**src/rtl/irq_prio_pkg.sv**
```systemverilog
package irq_prio_pkg;
  localparam int unsigned ADDR_W = 8;
  localparam int unsigned DATA_W = 32;

  localparam logic [ADDR_W-1:0] OFS_PEND_HI  = 8'h00;
  localparam logic [ADDR_W-1:0] OFS_PEND_LO  = 8'h04;
  localparam logic [ADDR_W-1:0] OFS_MASK_HI  = 8'h08;
  localparam logic [ADDR_W-1:0] OFS_MASK_LO  = 8'h0C;
  localparam logic [ADDR_W-1:0] OFS_FORCE_HI = 8'h10;
  localparam logic [ADDR_W-1:0] OFS_FORCE_LO = 8'h14;
  localparam logic [ADDR_W-1:0] OFS_MSET     = 8'h1C;
  localparam logic [ADDR_W-1:0] OFS_MCLR     = 8'h1D;
  localparam logic [ADDR_W-1:0] OFS_SWACK    = 8'hE0;
  localparam logic [1:0]        CTRL_PAGE    = 2'b01;  // 0x40..0x7F
  localparam int unsigned       ALL_BIT      = 6;      // mask-all / unmask-all flag
endpackage

```
**src/rtl/irq_prio_regs.sv**
```systemverilog
module irq_prio_regs
  import irq_prio_pkg::*;
#(
  parameter int unsigned NSRC  = 64,
  parameter int unsigned PRI_W = 8,
  parameter int unsigned VEC_W = 8
) (
  input  logic                  clk,
  input  logic                  rst_n,
  input  logic [NSRC-1:0]       irq_req,
  input  logic [ADDR_W-1:0]     bus_addr,
  input  logic                  bus_we,
  input  logic [DATA_W-1:0]     bus_wdata,
  input  logic [VEC_W-1:0]      cur_vector,
  output logic [DATA_W-1:0]     bus_rdata,
  output logic [NSRC-1:0]       act,
  output logic [NSRC*PRI_W-1:0] pri_flat
);
  localparam int unsigned IDX_W = $clog2(NSRC);
  localparam int unsigned HALF  = NSRC / 2;

  logic [NSRC-1:0]  pend_q, mask_q, mask_d, force_q;
  logic [PRI_W-1:0] pri_q [NSRC];
  logic             ctrl_hit;
  logic [IDX_W-1:0] ctrl_idx, sel_idx;

  assign ctrl_hit = (bus_addr[7:6] == CTRL_PAGE);
  assign ctrl_idx = bus_addr[IDX_W-1:0];
  assign sel_idx  = bus_wdata[IDX_W-1:0];

  // Pending follows the request levels.
  always_ff @(posedge clk or negedge rst_n) begin
    if (!rst_n) pend_q <= '0;
    else        pend_q <= irq_req;
  end

  // Mask next-state: word writes plus the byte set/clear commands.
  always_comb begin
    mask_d = mask_q;
    if (bus_we) begin
      case (bus_addr)
        OFS_MASK_HI: mask_d[NSRC-1:HALF] = bus_wdata[HALF-1:0];
        OFS_MASK_LO: mask_d[HALF-1:0]    = bus_wdata[HALF-1:0];
        OFS_MSET: begin
          if (bus_wdata[ALL_BIT]) mask_d = '1;
          else                    mask_d[sel_idx] = 1'b1;
        end
        OFS_MCLR: begin
          if (bus_wdata[ALL_BIT]) mask_d = '0;
          else                    mask_d[sel_idx] = 1'b0;
        end
        default: mask_d = mask_q;
      endcase
    end
  end

  always_ff @(posedge clk or negedge rst_n) begin
    if (!rst_n) begin
      mask_q  <= '1;
      force_q <= '0;
    end else begin
      mask_q <= mask_d;
      if (bus_we && bus_addr == OFS_FORCE_HI) force_q[NSRC-1:HALF] <= bus_wdata[HALF-1:0];
      if (bus_we && bus_addr == OFS_FORCE_LO) force_q[HALF-1:0]    <= bus_wdata[HALF-1:0];
    end
  end

  for (genvar i = 0; i < NSRC; i++) begin : g_src
    always_ff @(posedge clk or negedge rst_n) begin
      if (!rst_n)
        pri_q[i] <= '0;
      else if (bus_we && ctrl_hit && ctrl_idx == IDX_W'(i))
        pri_q[i] <= bus_wdata[PRI_W-1:0];
    end
    assign act[i] = (pend_q[i] | force_q[i]) & (|pri_q[i]) & ~mask_q[i];
    assign pri_flat[i*PRI_W +: PRI_W] = pri_q[i];
  end

  always_comb begin
    case (bus_addr)
      OFS_PEND_HI:  bus_rdata = DATA_W'(pend_q[NSRC-1:HALF]);
      OFS_PEND_LO:  bus_rdata = DATA_W'(pend_q[HALF-1:0]);
      OFS_MASK_HI:  bus_rdata = DATA_W'(mask_q[NSRC-1:HALF]);
      OFS_MASK_LO:  bus_rdata = DATA_W'(mask_q[HALF-1:0]);
      OFS_FORCE_HI: bus_rdata = DATA_W'(force_q[NSRC-1:HALF]);
      OFS_FORCE_LO: bus_rdata = DATA_W'(force_q[HALF-1:0]);
      OFS_SWACK:    bus_rdata = DATA_W'(cur_vector);
      default:      bus_rdata = ctrl_hit ? DATA_W'(pri_q[ctrl_idx]) : '0;
    endcase
  end
endmodule

```
**src/rtl/irq_prio_arb.sv**
```systemverilog
module irq_prio_arb #(
  parameter int unsigned NSRC  = 64,
  parameter int unsigned PRI_W = 8,
  localparam int unsigned IDX_W = $clog2(NSRC)
) (
  input  logic [NSRC-1:0]       act,
  input  logic [NSRC*PRI_W-1:0] pri_flat,
  output logic                  win_vld,
  output logic [IDX_W-1:0]      win_idx,
  output logic [PRI_W-1:0]      win_pri
);
  // Heap-ordered tree: node k has children 2k (lower indices) and 2k+1 (higher).
  logic             nv [1:2*NSRC-1];
  logic [PRI_W-1:0] np [1:2*NSRC-1];
  logic [IDX_W-1:0] ni [1:2*NSRC-1];

  for (genvar i = 0; i < NSRC; i++) begin : g_leaf
    assign nv[NSRC+i] = act[i];
    assign np[NSRC+i] = pri_flat[i*PRI_W +: PRI_W];
    assign ni[NSRC+i] = IDX_W'(i);
  end

  for (genvar k = 1; k < NSRC; k++) begin : g_node
    logic take_hi;
    // Ties go to the higher-index child.
    assign take_hi = nv[2*k+1] && (!nv[2*k] || np[2*k+1] >= np[2*k]);
    assign nv[k]   = nv[2*k] | nv[2*k+1];
    assign np[k]   = take_hi ? np[2*k+1] : np[2*k];
    assign ni[k]   = take_hi ? ni[2*k+1] : ni[2*k];
  end

  assign win_vld = nv[1];
  assign win_idx = ni[1];
  assign win_pri = np[1];
endmodule

```
**src/rtl/irq_prio_out.sv**
```systemverilog
module irq_prio_out #(
  parameter int unsigned NSRC     = 64,
  parameter int unsigned PRI_W    = 8,
  parameter int unsigned LVL_W    = 3,
  parameter int unsigned VEC_W    = 8,
  parameter int unsigned VEC_BASE = 64,
  parameter int unsigned VEC_IDLE = 24,
  localparam int unsigned IDX_W   = $clog2(NSRC)
) (
  input  logic             clk,
  input  logic             rst_n,
  input  logic             win_vld,
  input  logic [IDX_W-1:0] win_idx,
  input  logic [PRI_W-1:0] win_pri,
  output logic [LVL_W-1:0] cpu_level,
  output logic [VEC_W-1:0] cpu_vector
);
  localparam int unsigned LVL_MAX = (1 << LVL_W) - 1;

  logic [LVL_W-1:0] lvl_d;
  logic [VEC_W-1:0] vec_d;

  assign lvl_d = !win_vld ? '0 :
                 (win_pri > PRI_W'(LVL_MAX)) ? LVL_W'(LVL_MAX) : win_pri[LVL_W-1:0];
  assign vec_d = win_vld ? VEC_W'(VEC_BASE) + VEC_W'(win_idx) : VEC_W'(VEC_IDLE);

  always_ff @(posedge clk or negedge rst_n) begin
    if (!rst_n) begin
      cpu_level  <= '0;
      cpu_vector <= VEC_W'(VEC_IDLE);
    end else begin
      cpu_level  <= lvl_d;
      cpu_vector <= vec_d;
    end
  end
endmodule

```
**src/rtl/irq_prio_ctrl.sv**
```systemverilog
module irq_prio_ctrl
  import irq_prio_pkg::*;
#(
  parameter int unsigned NSRC     = 64,
  parameter int unsigned PRI_W    = 8,
  parameter int unsigned LVL_W    = 3,
  parameter int unsigned VEC_W    = 8,
  parameter int unsigned VEC_BASE = 64,
  parameter int unsigned VEC_IDLE = 24
) (
  input  logic              clk,
  input  logic              rst_n,
  input  logic [NSRC-1:0]   irq_req,
  input  logic [ADDR_W-1:0] bus_addr,
  input  logic              bus_we,
  input  logic [DATA_W-1:0] bus_wdata,
  output logic [DATA_W-1:0] bus_rdata,
  output logic [LVL_W-1:0]  cpu_level,
  output logic [VEC_W-1:0]  cpu_vector
);
  localparam int unsigned IDX_W = $clog2(NSRC);

  logic [NSRC-1:0]       act;
  logic [NSRC*PRI_W-1:0] pri_flat;
  logic                  win_vld;
  logic [IDX_W-1:0]      win_idx;
  logic [PRI_W-1:0]      win_pri;

  irq_prio_regs #(.NSRC(NSRC), .PRI_W(PRI_W), .VEC_W(VEC_W)) u_regs (
    .clk(clk), .rst_n(rst_n), .irq_req(irq_req),
    .bus_addr(bus_addr), .bus_we(bus_we), .bus_wdata(bus_wdata),
    .cur_vector(cpu_vector), .bus_rdata(bus_rdata),
    .act(act), .pri_flat(pri_flat)
  );

  irq_prio_arb #(.NSRC(NSRC), .PRI_W(PRI_W)) u_arb (
    .act(act), .pri_flat(pri_flat),
    .win_vld(win_vld), .win_idx(win_idx), .win_pri(win_pri)
  );

  irq_prio_out #(
    .NSRC(NSRC), .PRI_W(PRI_W), .LVL_W(LVL_W), .VEC_W(VEC_W),
    .VEC_BASE(VEC_BASE), .VEC_IDLE(VEC_IDLE)
  ) u_out (
    .clk(clk), .rst_n(rst_n),
    .win_vld(win_vld), .win_idx(win_idx), .win_pri(win_pri),
    .cpu_level(cpu_level), .cpu_vector(cpu_vector)
  );
endmodule

```
**config.mk**
```make
export PLATFORM = sky130hd
export DESIGN_NAME = irq_prio_ctrl
export DESIGN_NICKNAME = d
export VERILOG_FILES = /design/src/rtl/irq_prio_pkg.sv /design/src/rtl/irq_prio_regs.sv /design/src/rtl/irq_prio_arb.sv /design/src/rtl/irq_prio_out.sv /design/src/rtl/irq_prio_ctrl.sv
export SDC_FILE = /design/constraint.sdc
export NUM_CORES = 2
export LEC_CHECK = 0
export BUFFER_PORTS_ARGS = -buffer_cell sky130_fd_sc_hd__buf_2
export CAP_MARGIN = 20
export CORE_ASPECT_RATIO = 0.8
export CORE_MARGIN = 2
export CORE_UTILIZATION = 50
export CTS_BUF_LIST = sky130_fd_sc_hd__clkbuf_8
export CTS_CLUSTER_DIAMETER = 30
export CTS_CLUSTER_SIZE = 30
export DETAILED_ROUTE_END_ITERATION = 8
export GPL_TIMING_DRIVEN = 0
export PLACE_DENSITY = 0.66
export RECOVER_POWER = 25
export SYNTH_ARGS = -nofsm -noshare
export SYNTH_HDL_FRONTEND = slang
export SYNTH_SLANG_ARGS = --single-unit
```
**constraint.sdc**
```tcl
create_clock -name clk -period 27.6 [get_ports clk]
set_input_delay 2.76 -clock clk [delete_from_list [all_inputs] [get_ports clk]]
set_output_delay 2.76 -clock clk [all_outputs]
set_load 0.03 [all_outputs]
```
==> results.yml <==
status:
  outcome: "finished with violations"
  violations: "max-capacitance violations, max-slew violations"
synth:
  ys.flop_type: "dfrtp_1"
  synth.area.top_cells: "dfrtp_1, mux2_2, ha_1, mux4_2, mux2i_1"
  synth_async_sr_flop_share_pct: 100
  postSynthCellCount: 5263
  syn_area_mm2: 0.0533
  synth_common_cells: "dfrtp_1, mux2_2, ha_1, inv_1, nand2_1"
  yosysTopAreaCellShare_pct: 30.5
  syn_nets: 5863
  synth_compound_area_share_pct: 15.9
  yosysSeqAreaShare_pct: 33.7
  synth_top_area_cell: "dfrtp_1"
  ys_ff_latch: 714
  synth_xor_xnor_area_share_pct: 0
  yosys.area_share.simple_pct: 10.1
  synth_cell_type_count: 94
  synth.avg_cell_area_um2: 10.1
  synth_fa_ha_area_share_pct: 11.6
  ys.warnings.count: 0
  muxShareOfSynthArea_pct: 23.9
  synth_top_family_by_area: "multiplexers"
  post-synth-top-count-cell: "dfrtp_1"
  synth_edf_count: 0
floorplanning:
  core_mm2: 0.106
  die_y_um: 296
  row_count: 107
  dieArea_mm2: 0.109
  io_pins: 150
  die_w_um: 369
  initial_core_util_pct: 50.2
layout:
  nNetsFinal: 6210
  fillers: 9421
  syn_to_final_growth_pct: 12.9
  layoutNonFillerInstCount: 7174
  drive_gt1_share_pct: 22.8
routing:
  drc: 0
  wl_per_cell_um: 32.1
  drt_iter0_markers: 7406
  final_antenna_net_count: 0
  firstDrtPassIters: 7
  vias: 48100
  wirelength_um: 230000
  vias_per_cell: 6.71
sta:
  hold_viol_final: 0
  rsz0062_at_grt: "no"
  relSlewSlack_pct: -316
  final.setup.worst_slack_ns: 9.30
  period_minus_slack_ns: 18.30
  setup_tns_ns: 0
  hold_ws_ns: 0.533
  finalClockSkew_ns: 0.0549
  finalMaxSlewViolations: 510
  fin_crit_sh_pct: 66.3
  setup_violations: 0
  worstMarginPinSlew_ns: 6.25
  max_freq_mhz: 54.7
place:
  port_buffers: 139
  routabilityCongestion: 1.10
  dp_cells: 6857
  post-place-ws_ns: 10.03
  dp_hpwl_um: 182000
clock_network:
  cts_resized: 0
  cts_tree: "built"
  clk_latency_ns: 0.92
  cts.path.max_buffers: 3
  htreeDepth: 4
  cts_hold_buf: 0
  postCtsSetupRepairBufs: 0
  cts_buffers: 157
  clkTransAtPathRegs_ns: 0.06
  cts-root-buf: "clkbuf_8"
  clkSinkCount: 714
critical_path:
  cp.depth: 67
  path_max_fanout: 10
  cp_num_buf_inv: 11
  end_kind: "flip-flop"
  arrival_ns: 19.16
  crit_type: "reg2reg"
  timing.reg2reg.setup_slack_ns: 9.30
  startpoint: "u_regs.pri_flat[338]$_DFFE_PN0P_"
  max_stage_delay_ns: 0.74
  critical_path.most_common_cell: "a21o_1"
  r2r_cells: 67
  cp_top_family: "compound AO/OA/AOI/OAI gates"
  worstPathRequired_ns: 28.46
  worstReg2RegStart: "u_regs.pri_flat[338]$_DFFE_PN0P_"
  crit_path_start_kind: "flip-flop"
  slowest_stage: "a211oi_1"
global_routing:
  antenna_found_initial: 34
  grt_max_degree: 118
  grt_first_pass_wirelength_um: 327000
  grt.overflow.total: 0
  grt_usage_pct: 41.9
  grt_pass1_vias: 44900
min_path:
  min_from: "u_regs.force_q[17]$_DFFE_PN0P_"
  hold_class: "reg2reg"
  holdPathStages: 1
run:
  maxCapViolCount: 5
power_and_ir_drop:
  p_per_area_mw_per_mm2: 82.0
  ir_drop_v: 0.000107
  p_leak_nw: 28.8
  fin_total_pwr_mw: 4.93
[flip-flops by register name, indices dropped and copies added (netlist names)]
name,flops
u_regs.pend_q,64
u_regs.mask_q,64
u_regs.force_q,64
u_regs.pri_flat,512
u_out.cpu_vector,7
u_out.cpu_level,3
[placed cells by master (no fill, tap or decap), drive strengths merged, types with 11 or more instances in the layout]
cell,instances
a31oi,21
diode,16
and2,28
clkinvlp,25
mux4,168
a221oi,11
a211o,23
nand3,62
bufinv,22
nor3,57
clkinv,38
o22ai,11
a21oi,256
buf,213
ha,493
dfrtp,648
nor2b,23
mux2,558
a2111oi,16
a22o,29
inv,456
or2,22
a21boi,13
o211ai,32
o21ai,333
mux2i,266
and3,16
nand4,33
nor4,140
dfstp,66
a21o,140
nand2b,74
a211oi,103
clkbuf,399
o21a,39
a22oi,136
o21bai,13
o31ai,14
nor2,284
nand2,320
[cells by family (layout without fill, tap and decap cells)]
family | Yosys count | count (layout)
compound gates | 1278 | 1278
simple gates | 1107 | 1107
mux | 992 | 992
flops | 714 | 714
buf+inv | 675 | 1153
fa+ha+maj | 496 | 496
other cells | 1 | 17
[report_power, final]
group / switching [mW] / internal (mW)
Sequential: 0.130 / 1.14
Combinational: 1.45 / 0.794
Clock: 0.598 / 0.815
[per-layer routing]
metal	wire [µm]	global-route usage (%)	vias up
li1	-	-	20400
met1	94000	58.2	23800
met2	88800	55.6	3194
met3	34100	16.8	668
met4	13400	21.5	24
met5	146	0.350	-
[final timing paths]
kind | endpoint
min reg2reg | u_regs.force_q[17]$_DFFE_PN0P_
max in group asynchronous | u_regs.pri_flat[442]$_DFFE_PN0P_
max reg2reg | u_out.cpu_vector[0]$_DFF_PN0_
max | u_out.cpu_vector[0]$_DFF_PN0_
min in group asynchronous | u_regs.pri_flat[285]$_DFFE_PN0P_
min | u_regs.force_q[17]$_DFFE_PN0P_
[per-stage QoR]
stage / area, µm² / utilization (%)
floorplan: 53300 / -
detailed placement: 56300 / 53.1
global route: 60100 / 56.7
global placement: 55700 / 52.6
CTS: 60100 / 56.7
finish: 60100 / 56.7
[worst register-to-register path: cells and delay by family, from the launching register on]
family	cells	cell delay (ns)
AOI/OAI and AO/OA	37	9.40
adders and majority gates	6	1.83
buffers and inverters	11	4.05
DFF	1	0.49
muxes	2	0.91
and+or+nand+nor	11	1.59
[cell type report]
class	count	area, µm²	area share (%)
repair buffers	188	1250	2.07
inverters	427	1600	2.67
well taps	1417	1770	2.95
plain buffers	248	953	1.59
diodes	16	40.0	0.0666
clock inverters	114	1330	2.21
clock buffers	176	2420	4.03
flip-flops and latches	714	17900	29.9
multi-input cells	3874	32800	54.6
Power figures use the tool's default switching activity.
